File: config.mk
export PLATFORM = sky130hd
export DESIGN_NAME = gpio_evt_bank
export DESIGN_NICKNAME = d
export VERILOG_FILES = /design/src/rtl/gev_pkg.sv /design/src/rtl/gev_detect.sv /design/src/rtl/gev_status.sv /design/src/rtl/gev_mask.sv /design/src/rtl/gpio_evt_bank.sv
export SDC_FILE = /design/constraint.sdc
export NUM_CORES = 1
export LEC_CHECK = 0
export BUFFER_PORTS_ARGS = -buffer_cell sky130_fd_sc_hd__buf_2
export CAP_MARGIN = 20
export CORE_MARGIN = 4
export CORE_UTILIZATION = 48
export CTS_BUF_LIST = sky130_fd_sc_hd__clkbuf_16
export CTS_CLUSTER_SIZE = 12
export DETAILED_ROUTE_END_ITERATION = 8
export MAX_ROUTING_LAYER = met4
export PLACE_DENSITY_LB_ADDON = 0.05
export SLEW_MARGIN = 20
export SYNTH_ARGS = -nofsm -noshare
export SYNTH_HDL_FRONTEND = slang
export SYNTH_HIERARCHICAL = 1
export SYNTH_SLANG_ARGS = --single-unit
File: constraint.sdc
create_clock -name clk_i -period 1.89 [get_ports clk_i]
set_input_delay 0.378 -clock clk_i [delete_from_list [all_inputs] [get_ports clk_i]]
set_output_delay 0.378 -clock clk_i [all_outputs]
set_load 0.03 [all_outputs]
File: src/rtl/gev_pkg.sv
package gev_pkg;
  localparam int unsigned SEL_W = 3;

  typedef enum logic [SEL_W-1:0] {
    EV_FALL = 3'd0,
    EV_RISE = 3'd1,
    EV_BOTH = 3'd2,
    EV_LOW  = 3'd3,
    EV_HIGH = 3'd4
  } ev_code_e;

  localparam logic [7:0] OFS_MASK_SET = 8'h20;
  localparam logic [7:0] OFS_MASK_CLR = 8'h24;
  localparam logic [7:0] OFS_MASK_RD  = 8'h28;
  localparam logic [7:0] OFS_STATUS   = 8'h2C;
endpackage

File: src/rtl/gev_detect.sv
module gev_detect
  import gev_pkg::*;
#(
  parameter int unsigned NUM_LINES = 32
) (
  input  logic                       clk_i,
  input  logic                       rst_ni,
  input  logic [NUM_LINES-1:0]       lines_i,
  input  logic [NUM_LINES*SEL_W-1:0] sel_i,
  output logic [NUM_LINES-1:0]       hit_o
);
  logic [NUM_LINES-1:0] prev_q;

  always_ff @(posedge clk_i or negedge rst_ni) begin
    if (!rst_ni) prev_q <= '0;
    else         prev_q <= lines_i;
  end

  for (genvar i = 0; i < NUM_LINES; i++) begin : g_line
    logic [SEL_W-1:0] sel;
    logic             rise, fall;
    assign sel  = sel_i[i*SEL_W +: SEL_W];
    assign rise = lines_i[i] & ~prev_q[i];
    assign fall = ~lines_i[i] & prev_q[i];

    always_comb begin
      case (sel)
        EV_FALL: hit_o[i] = fall;
        EV_RISE: hit_o[i] = rise;
        EV_BOTH: hit_o[i] = rise | fall;
        EV_LOW:  hit_o[i] = ~lines_i[i];
        EV_HIGH: hit_o[i] = lines_i[i];
        default: hit_o[i] = 1'b0;
      endcase
    end

    a_r2_reserved_silent: assert property (@(posedge clk_i) disable iff (!rst_ni)
      (sel > 3'd4) |-> !hit_o[i]);
    a_r5_level_holds: assert property (@(posedge clk_i) disable iff (!rst_ni)
      (sel == 3'd4 && lines_i[i] && $stable(sel)) |=> (sel != 3'd4) || !lines_i[i] || hit_o[i]);
  end
endmodule

File: src/rtl/gev_status.sv
module gev_status #(
  parameter int unsigned NUM_LINES = 32
) (
  input  logic                 clk_i,
  input  logic                 rst_ni,
  input  logic [NUM_LINES-1:0] hit_i,
  input  logic                 clr_i,
  output logic [NUM_LINES-1:0] status_o
);
  logic [NUM_LINES-1:0] status_q;

  always_ff @(posedge clk_i or negedge rst_ni) begin
    if (!rst_ni) status_q <= '0;
    else         status_q <= (clr_i ? '0 : status_q) | hit_i;
  end

  assign status_o = status_q;

  a_r4_hit_survives: assert property (@(posedge clk_i) disable iff (!rst_ni)
    (hit_i != '0) |=> ((status_o & $past(hit_i)) == $past(hit_i)));
  a_r3_read_clears: assert property (@(posedge clk_i) disable iff (!rst_ni)
    (clr_i && hit_i == '0) |=> (status_o == '0));
  a_r3_sticky: assert property (@(posedge clk_i) disable iff (!rst_ni)
    !clr_i |=> ((status_o & $past(status_o)) == $past(status_o)));
endmodule

File: src/rtl/gev_mask.sv
module gev_mask #(
  parameter int unsigned NUM_LINES = 32
) (
  input  logic                 clk_i,
  input  logic                 rst_ni,
  input  logic [NUM_LINES-1:0] set_i,
  input  logic [NUM_LINES-1:0] clr_i,
  output logic [NUM_LINES-1:0] mask_o
);
  logic [NUM_LINES-1:0] mask_q;

  always_ff @(posedge clk_i or negedge rst_ni) begin
    if (!rst_ni) mask_q <= '0;
    else         mask_q <= (mask_q & ~clr_i) | set_i;
  end

  assign mask_o = mask_q;

  a_r6_set_bits: assert property (@(posedge clk_i) disable iff (!rst_ni)
    (set_i != '0) |=> ((mask_o & $past(set_i)) == $past(set_i)));
  a_r6_clr_bits: assert property (@(posedge clk_i) disable iff (!rst_ni)
    (clr_i != '0 && set_i == '0) |=> ((mask_o & $past(clr_i)) == '0));
  a_r10_hold: assert property (@(posedge clk_i) disable iff (!rst_ni)
    (set_i == '0 && clr_i == '0) |=> $stable(mask_o));
endmodule

File: src/rtl/gpio_evt_bank.sv
module gpio_evt_bank
  import gev_pkg::*;
#(
  parameter int unsigned NUM_LINES = 32,
  parameter int unsigned ADDR_W    = 8
) (
  input  logic                       clk_i,
  input  logic                       rst_ni,
  input  logic [NUM_LINES-1:0]       lines_i,
  input  logic [NUM_LINES*SEL_W-1:0] evt_sel_i,
  input  logic                       reg_wr_i,
  input  logic                       reg_rd_i,
  input  logic [ADDR_W-1:0]          reg_addr_i,
  input  logic [NUM_LINES-1:0]       reg_wdata_i,
  output logic [NUM_LINES-1:0]       reg_rdata_o,
  output logic                       irq_o
);
  localparam logic [ADDR_W-1:0] A_SET = ADDR_W'(OFS_MASK_SET);
  localparam logic [ADDR_W-1:0] A_CLR = ADDR_W'(OFS_MASK_CLR);
  localparam logic [ADDR_W-1:0] A_MSK = ADDR_W'(OFS_MASK_RD);
  localparam logic [ADDR_W-1:0] A_STS = ADDR_W'(OFS_STATUS);

  logic [NUM_LINES-1:0] hit_w, status_w, mask_w, mset_w, mclr_w;
  logic                 sts_rd_w;

  assign mset_w   = (reg_wr_i && reg_addr_i == A_SET) ? reg_wdata_i : '0;
  assign mclr_w   = (reg_wr_i && reg_addr_i == A_CLR) ? reg_wdata_i : '0;
  assign sts_rd_w = reg_rd_i && (reg_addr_i == A_STS);

  gev_detect #(.NUM_LINES(NUM_LINES)) u_detect (
    .clk_i  (clk_i),
    .rst_ni (rst_ni),
    .lines_i(lines_i),
    .sel_i  (evt_sel_i),
    .hit_o  (hit_w)
  );

  gev_status #(.NUM_LINES(NUM_LINES)) u_status (
    .clk_i   (clk_i),
    .rst_ni  (rst_ni),
    .hit_i   (hit_w),
    .clr_i   (sts_rd_w),
    .status_o(status_w)
  );

  gev_mask #(.NUM_LINES(NUM_LINES)) u_mask (
    .clk_i (clk_i),
    .rst_ni(rst_ni),
    .set_i (mset_w),
    .clr_i (mclr_w),
    .mask_o(mask_w)
  );

  always_comb begin
    reg_rdata_o = '0;
    if (reg_rd_i) begin
      unique case (reg_addr_i)
        A_MSK:   reg_rdata_o = mask_w;
        A_STS:   reg_rdata_o = status_w;
        default: reg_rdata_o = '0;
      endcase
    end
  end

  assign irq_o = |(status_w & mask_w);

  a_r8_irq_follows_hit: assert property (@(posedge clk_i) disable iff (!rst_ni)
    ((hit_w & mask_w & ~mclr_w) != '0) |=> irq_o);
  a_r7_masked_capture: assert property (@(posedge clk_i) disable iff (!rst_ni)
    ((hit_w & ~mask_w) != '0) |=> ((status_w & $past(hit_w)) == $past(hit_w)));
  a_r9_quiet_after_reset: assert property (@(posedge clk_i)
    $rose(rst_ni) |-> (!irq_o && mask_w == '0));
endmodule

==> results by group, run 1 <==
Critical path
  – CP Capture Type: output pin
  – Crit path buffers/inverters: 3
  – CP Launch Type: input pin
  – Worst path max stage delay: 0.52 ns
  – Crit path top cell by count: buf_6
  – CP Cell Sequence: buf_6 > or4b_4 > or3_4 > buf_12 > nor2_4 > buf_6
  – Crit Path Class: input pin to output pin
  – Crit-path leading delay family: simple AND/OR/NAND/NOR gates
  – Worst path slowest cell: or4b_4
  – Worst Path Max Fanout: 14
  – Critical Path AT: 1.87 ns
  – WP data required: 1.51 ns

Logic synthesis
  – Synth cell types: 23
  – Synth area leaders: dfrtp_1, ha_1, mux4_2, inv_1, a21o_1
  – Ys async rst share: 100%
  – Synth warn: 6
  – Dominant synthesized flop cell: dfrtp_1
  – Syn Area/Cell: approximately 10 um^2
  – Largest area contributor in the netlist: dfrtp_1
  – Post-Syn Area: 6690 um^2
  – Syn_nets: roughly 890
  – Sequential fraction of the synthesis area: between 30% and 40%
  – EDFF count, synth: 0
  – Yosys reg bits: 96
  – Share of the synthesized area in the top cell type: a little over a third
  – Cells after Synth: about 660

Final layout
  – Final Net Count: 1123
  – Most common cell after layout, fill and taps aside: buf_2
  – Most frequent cells in the layout: buf_2, inv_1, dfrtp_1
  – Layout cells sized above 1: 37.7%
  – Cell area after layout: ~9100 um^2
  – Area growth syn-to-layout: 35.9%
  – Final Non-Filler Cells: 1071

Routing
  – Via density: 5.19
  – 1st-pass router iterations: 6
  – Avg WL per Cell: between 15 and 20 um
  – Wirelength, routed: between 15 and 20 mm
  – Post-DRT Antenna Nets: 0
  – Via Count: ~5600
  – Initial drt markers: 190
  – Number of remaining DRC errors: 0

Global route
  – Gr ovfl total: 0
  – Global-route wire length before repair: between 20 and 30 mm
  – GRT Resource Usage Total: between 20 and 25%
  – Vias in the first global route: 5980
  – Initial antenna violation count: 3
  – Pin count of the biggest net entering global routing: 38

Power
  – PwrDens: 577 nW/um^2
  – Psw: 1320 uW
  – Max IR drop VDD: 0.500 mV
  – Clock network power share: between 30% and 40%
  – Comb pwr share: about a fifth
  – Lkg Pwr: 0.00465 uW
  – Internal: between 3000 and 4000 uW
  – Switching share of power: between 20% and 30%
  – Sequential Power Share: 41.7%

CTS
  – Sink Count: 96
  – Worst-path clk slew: roughly 0.070 ns
  – # H-tree levels: 3
  – Root Driver: clkbuf_16
  – TritonCTS clock tree: yes
  – Skew-Pair Late Insertion Delay: 0.35 ns
  – Clock Path Buffers: 2
  – Num CTS Buffers: 9

Timing
  – Final worst-path cycle share: 119%
  – PnR worst setup slack: -0.361 ns
  – Pins Over Slew Limit: 0
  – Slew @ Worst Pin: 0.529 ns
  – Min Hold Slack: 0.178 ns
  – Fmax: roughly 440 MHz
  – Setup Viol. Count Final: 62
  – Post-Route Skew: 0.00610 ns
  – Final Hold Violating Endpoints: 0
  – Minimum clock period: 2.25 ns
  – Max-Slew Margin vs Limit: 64.6%
  – RSZ-0062 raised after global routing: true

Place
  – Dpl cells: 1045
  – Post-place instance area: 8360 um^2
  – Worst slack, placed: -0.406 ns
  – GPL Wtd Cong: 0.764
  – DP HPWL: 13.6 mm
  – IO Port Bufs: 204

Floorplan
  – Die Y: 126 um
  – Die Area: approximately 16000 um^2
  – Initial Util: 49.7%
  – Top-level port count: 205
  – Die X: 126 um
  – Cell row count: 42
  – Core Area: 13500 um^2

Outcome
  – Violated checks: negative setup slack
  – Outcome: finished with violations

Min path
  – Worst Hold Class: input pin to register

Run
  – MaxCap Viol Count: 0
[metal layers]
layer	routed length [um]	part of all wire, %	global-route usage [%]	vias to the layer above
met5	0	0	-	-
met4	207	1.2	5.24	0
met3	995	5.8	5.00	20
met2	9200	53	40.2	164
met1	6900	40	25.7	2725
li1	-	-	-	2653
[synthesized netlist by cell type, drive strengths merged, types with 2 or more instances]
master / number
a21o: 64
a22oi: 16
and2: 64
buf: 9
clkbuf: 8
dfrtp: 96
ha: 64
inv: 162
mux2i: 32
mux4: 32
nand2: 2
nand2b: 32
nand4: 4
nor2: 33
nor4: 2
o32ai: 32
[area by class of cell]
cell class	count	area, um^2
Antenna cell	3	7.51
Clock buffer	9	225
Clock inverter	7	111
Fill cell	1107	4370
Inverter	162	611
Multi-Input combinational cell	381	3870
Sequential cell	96	2400
Tap cell	176	220
Timing Repair Buffer	237	1630
[repair_timing]
action                                  CTS  global route
endpoints found under the hold margin    22             0
endpoints found under the setup margin   33            33
pin swaps                                 3             7
buffers inserted                          1             4
resized for setup                        74            14
cloned                                    0             1
hold buffers                              1             0
[through the flow]
stage / setup TNS [ns] / util (%) / total power [uW]
finish: -13.86 / 67.5 / 5240
detailed placement: -29.35 / 62.1 / 3160
floorplan: -14.73 / - / 2700
global route: -15.08 / 67.5 / 5500
CTS: -10.10 / 66.6 / 5290
global placement: -27.76 / 62.1 / 3100
[logic make-up (layout without fill, tap and decap cells)]
| group | after synthesis | after routing | share of synthesized area, % |
|---|---|---|---|
| AO/OA/AOI/OAI | 112 | 112 | 13.2 |
| adder cells (fa/ha/maj) | 64 | 64 | 12.0 |
| AND/OR/NAND/NOR | 141 | 141 | 12.5 |
| other | 0 | 3 | 0 |
| multiplexers | 64 | 64 | 15.6 |
| buffers and inverters | 179 | 415 | 10.8 |
| flip-flops | 96 | 96 | 35.9 |
[flip-flops by register name, indices dropped and copies added (netlist names)]
signal,cells
u_status/status_o,32
u_mask/mask_o,32
u_detect/prev_q,32
[path summary, 6_finish.rpt]
| kind | from | endpoint | slack (ns) | cells past startpoint |
|---|---|---|---|---|
| worst max-delay path | reg_addr_i[4] | reg_rdata_o[13] | -0.36 | 6 |
| worst min-delay path | lines_i[12] | u_detect/prev_q[12] | 0.18 | 1 |
| worst max register to register | u_detect/prev_q[1] | u_status/status_o[1] | 0.29 | 4 |
| worst min register to register | u_mask/mask_o[2] | u_mask/mask_o[2] | 0.51 | 1 |
| max in group asynchronous | rst_ni | u_mask/mask_o[4] | 0.82 | 3 |
| min in group asynchronous | rst_ni | u_detect/prev_q[23] | 0.51 | 2 |
[power by group through the flow]
stage	logic [uW]	clock network [uW]	registers (uW)
after detailed placement	946	0	2220
final	977	2080	2180
after global placement	892	0	2210
after CTS	972	2140	2180
after global routing	1080	2220	2190
after floorplan	498	0	2200
Note: power is estimated with default switching activity, not from simulation.
==> inputs of run 2 (changes only) <==
Settings changed: CORE_UTILIZATION 48 to 50.
Clock period 1.89 ns to 2.9 ns, I/O delays scaled along.
==> run 2 against run 1 <==
Effect of this change: the run now ends clean; first-iteration DRC count increased by 32%; non-clock buffer count is 28 lower; utilization shrank 4.3 points; via count is 3.5% lower; global-route usage is essentially flat; hold slack improved by 0.094 ns; die area down 3.7%; critical endpoint is now reg_rdata_o[12].
==> results by group, run 2 (same netlist as run 1, synthesis figures left out) <==
Floorplan
  – Initial Util: 51.9%
  – Die X: 124 um
  – Die Area: 15300 um^2
  – Die Y: 124 um
  – Top-level port count: ~200
  – Cell row count: 41
  – Core Area: 12900 um^2

CTS
  – Root Driver: clkbuf_16
  – Cts repair resizes: 0
  – Sink Count: 96
  – Skew-Pair Late Insertion Delay: 0.34 ns
  – Hold buffers post-CTS: 0
  – Num CTS Buffers: 9
  – Worst-path clk slew: 0.06 ns
  – # H-tree levels: 3
  – Post-CTS Setup Inserts: 0
  – TritonCTS clock tree: yes
  – Clock Path Buffers: 2

Timing
  – TNS Setup: 0 ns
  – Max-Slew Margin vs Limit: 53.5%
  – Final Hold Violating Endpoints: 0
  – Final worst-path cycle share: 96.6%
  – Post-Route Skew: 0.00508 ns
  – Setup Viol. Count Final: 0
  – Slew @ Worst Pin: 0.697 ns
  – Pins Over Slew Limit: 0
  – RSZ-0062 raised after global routing: false
  – Min Hold Slack: 0.272 ns
  – Minimum clock period: 2.80 ns
  – Fmax: 357 MHz

Global route
  – Vias in the first global route: 5661
  – GRT Resource Usage Total: 22.4%
  – Pin count of the biggest net entering global routing: 54
  – Global-route wire length before repair: 25.7 mm
  – Initial antenna violation count: 2
  – Gr ovfl total: 0

Min path
  – Worst Hold Class: input pin to async pin

Critical path
  – CP Cell Sequence: buf_2 > or4b_4 > or3_1 > buf_12 > nor2_1 > buf_2
  – Worst path max stage delay: 0.57 ns
  – CP Launch Type: input pin
  – Worst path slowest cell: or4b_4
  – Worst Path Max Fanout: 33
  – Crit-path leading delay family: simple AND/OR/NAND/NOR gates
  – Crit Path Class: input pin to output pin
  – CP Capture Type: output pin
  – Crit path buffers/inverters: 3
  – Critical Path AT: 2.22 ns
  – WP data required: ~2.3 ns
  – Crit path top cell by count: buf_2

Final layout
  – Filler cell count in the final layout: 1101
  – Most common cell after layout, fill and taps aside: buf_2
  – Flip-flop and latch area: between 2000 and 2500 um^2
  – Most frequent cells in the layout: buf_2, inv_1, dfrtp_1
  – Layout cells sized above 1: 30.1%
  – Final Net Count: approximately 1100
  – Layout Utilization: 63.2%
  – Area growth syn-to-layout: 21.8%
  – Multi-input logic area: between 3000 and 4000 um^2

Place
  – DP HPWL: about 13 mm
  – GPL Wtd Cong: ~0.8
  – IO Port Bufs: 204

Routing
  – 1st-pass router iterations: 4
  – Initial drt markers: 250
  – Via Count: 5369
  – Wirelength, routed: around 16 mm
  – Post-DRT Antenna Nets: 0
  – Avg WL per Cell: 15.7 um
  – Via density: 5.17
  – Number of remaining DRC errors: 0

Power
  – Lkg Pwr: 0.00439 uW
  – Max IR drop VDD: 0.274 mV
  – Pwr Total: 3060 uW
  – PwrDens: 376 nW/um^2

Outcome
  – Outcome: finished, final reports clean

Run
  – MaxCap Viol Count: 0
## run 2: final timing paths
check                      slack, ns                start                     to  cells past startpoint
setup / recovery                 0.1        reg_addr_i[4]        reg_rdata_o[12]                      6
hold / removal                  0.27               rst_ni    u_detect/prev_q[20]                      1
setup reg to reg                1.25  u_detect/prev_q[20]  u_status/status_o[20]                      4
hold reg to reg                 0.50     u_mask/mask_o[4]       u_mask/mask_o[4]                      1
max in group asynchronous       1.90               rst_ni    u_detect/prev_q[29]                      2
min in group clk_i              0.38           lines_i[0]     u_detect/prev_q[0]                      1
## run 2: metrics by stage
step	setup WS (ns)	cells	area, um^2
5_1_grt	0.0372	1038	8140
4_1_cts	0.103	1036	8140
3_5_place_dp	0.103	1020	7880
2_1_floorplan	0.117	656	6690
3_3_place_gp	0.159	1020	7880
6_report	0.0974	1038	8140
## run 2: power by group
part | switching [uW] | total (uW) | internal, uW
Combinational | 275 | 571 | 296
Clock | 501 | 1070 | 565
Sequential | 34.2 | 1420 | 1390
## run 2: routing by layer
metal	part of all wire [%]	wire (um)	global-route usage, %	vias to the layer above
li1	-	-	-	2596
met1	43	6950	26.8	2612
met2	49	8040	38.5	146
met3	6.7	1090	5.72	15
met4	1.3	215	4.78	0
met5	0	0	-	-
## run 2: worst reg2reg max path, delay by kind of cell (launching register included)
kind,cells,cell delay (ns)
AO/OA/AOI/OAI,2,0.48
multiplexers,1,0.46
flip-flops,1,0.39
adder cells (fa/ha/maj),1,0.27
## run 2: cell type report
type / count / area share [%]
repair buffers: 209 / 13.5
multi-input cells: 381 / 43.7
flip-flops and latches: 96 / 29.5
inverters: 162 / 7.47
well taps: 172 / 2.64
diodes: 2 / 0.0615
clock buffers: 9 / 2.77
clock inverters: 7 / 0.369
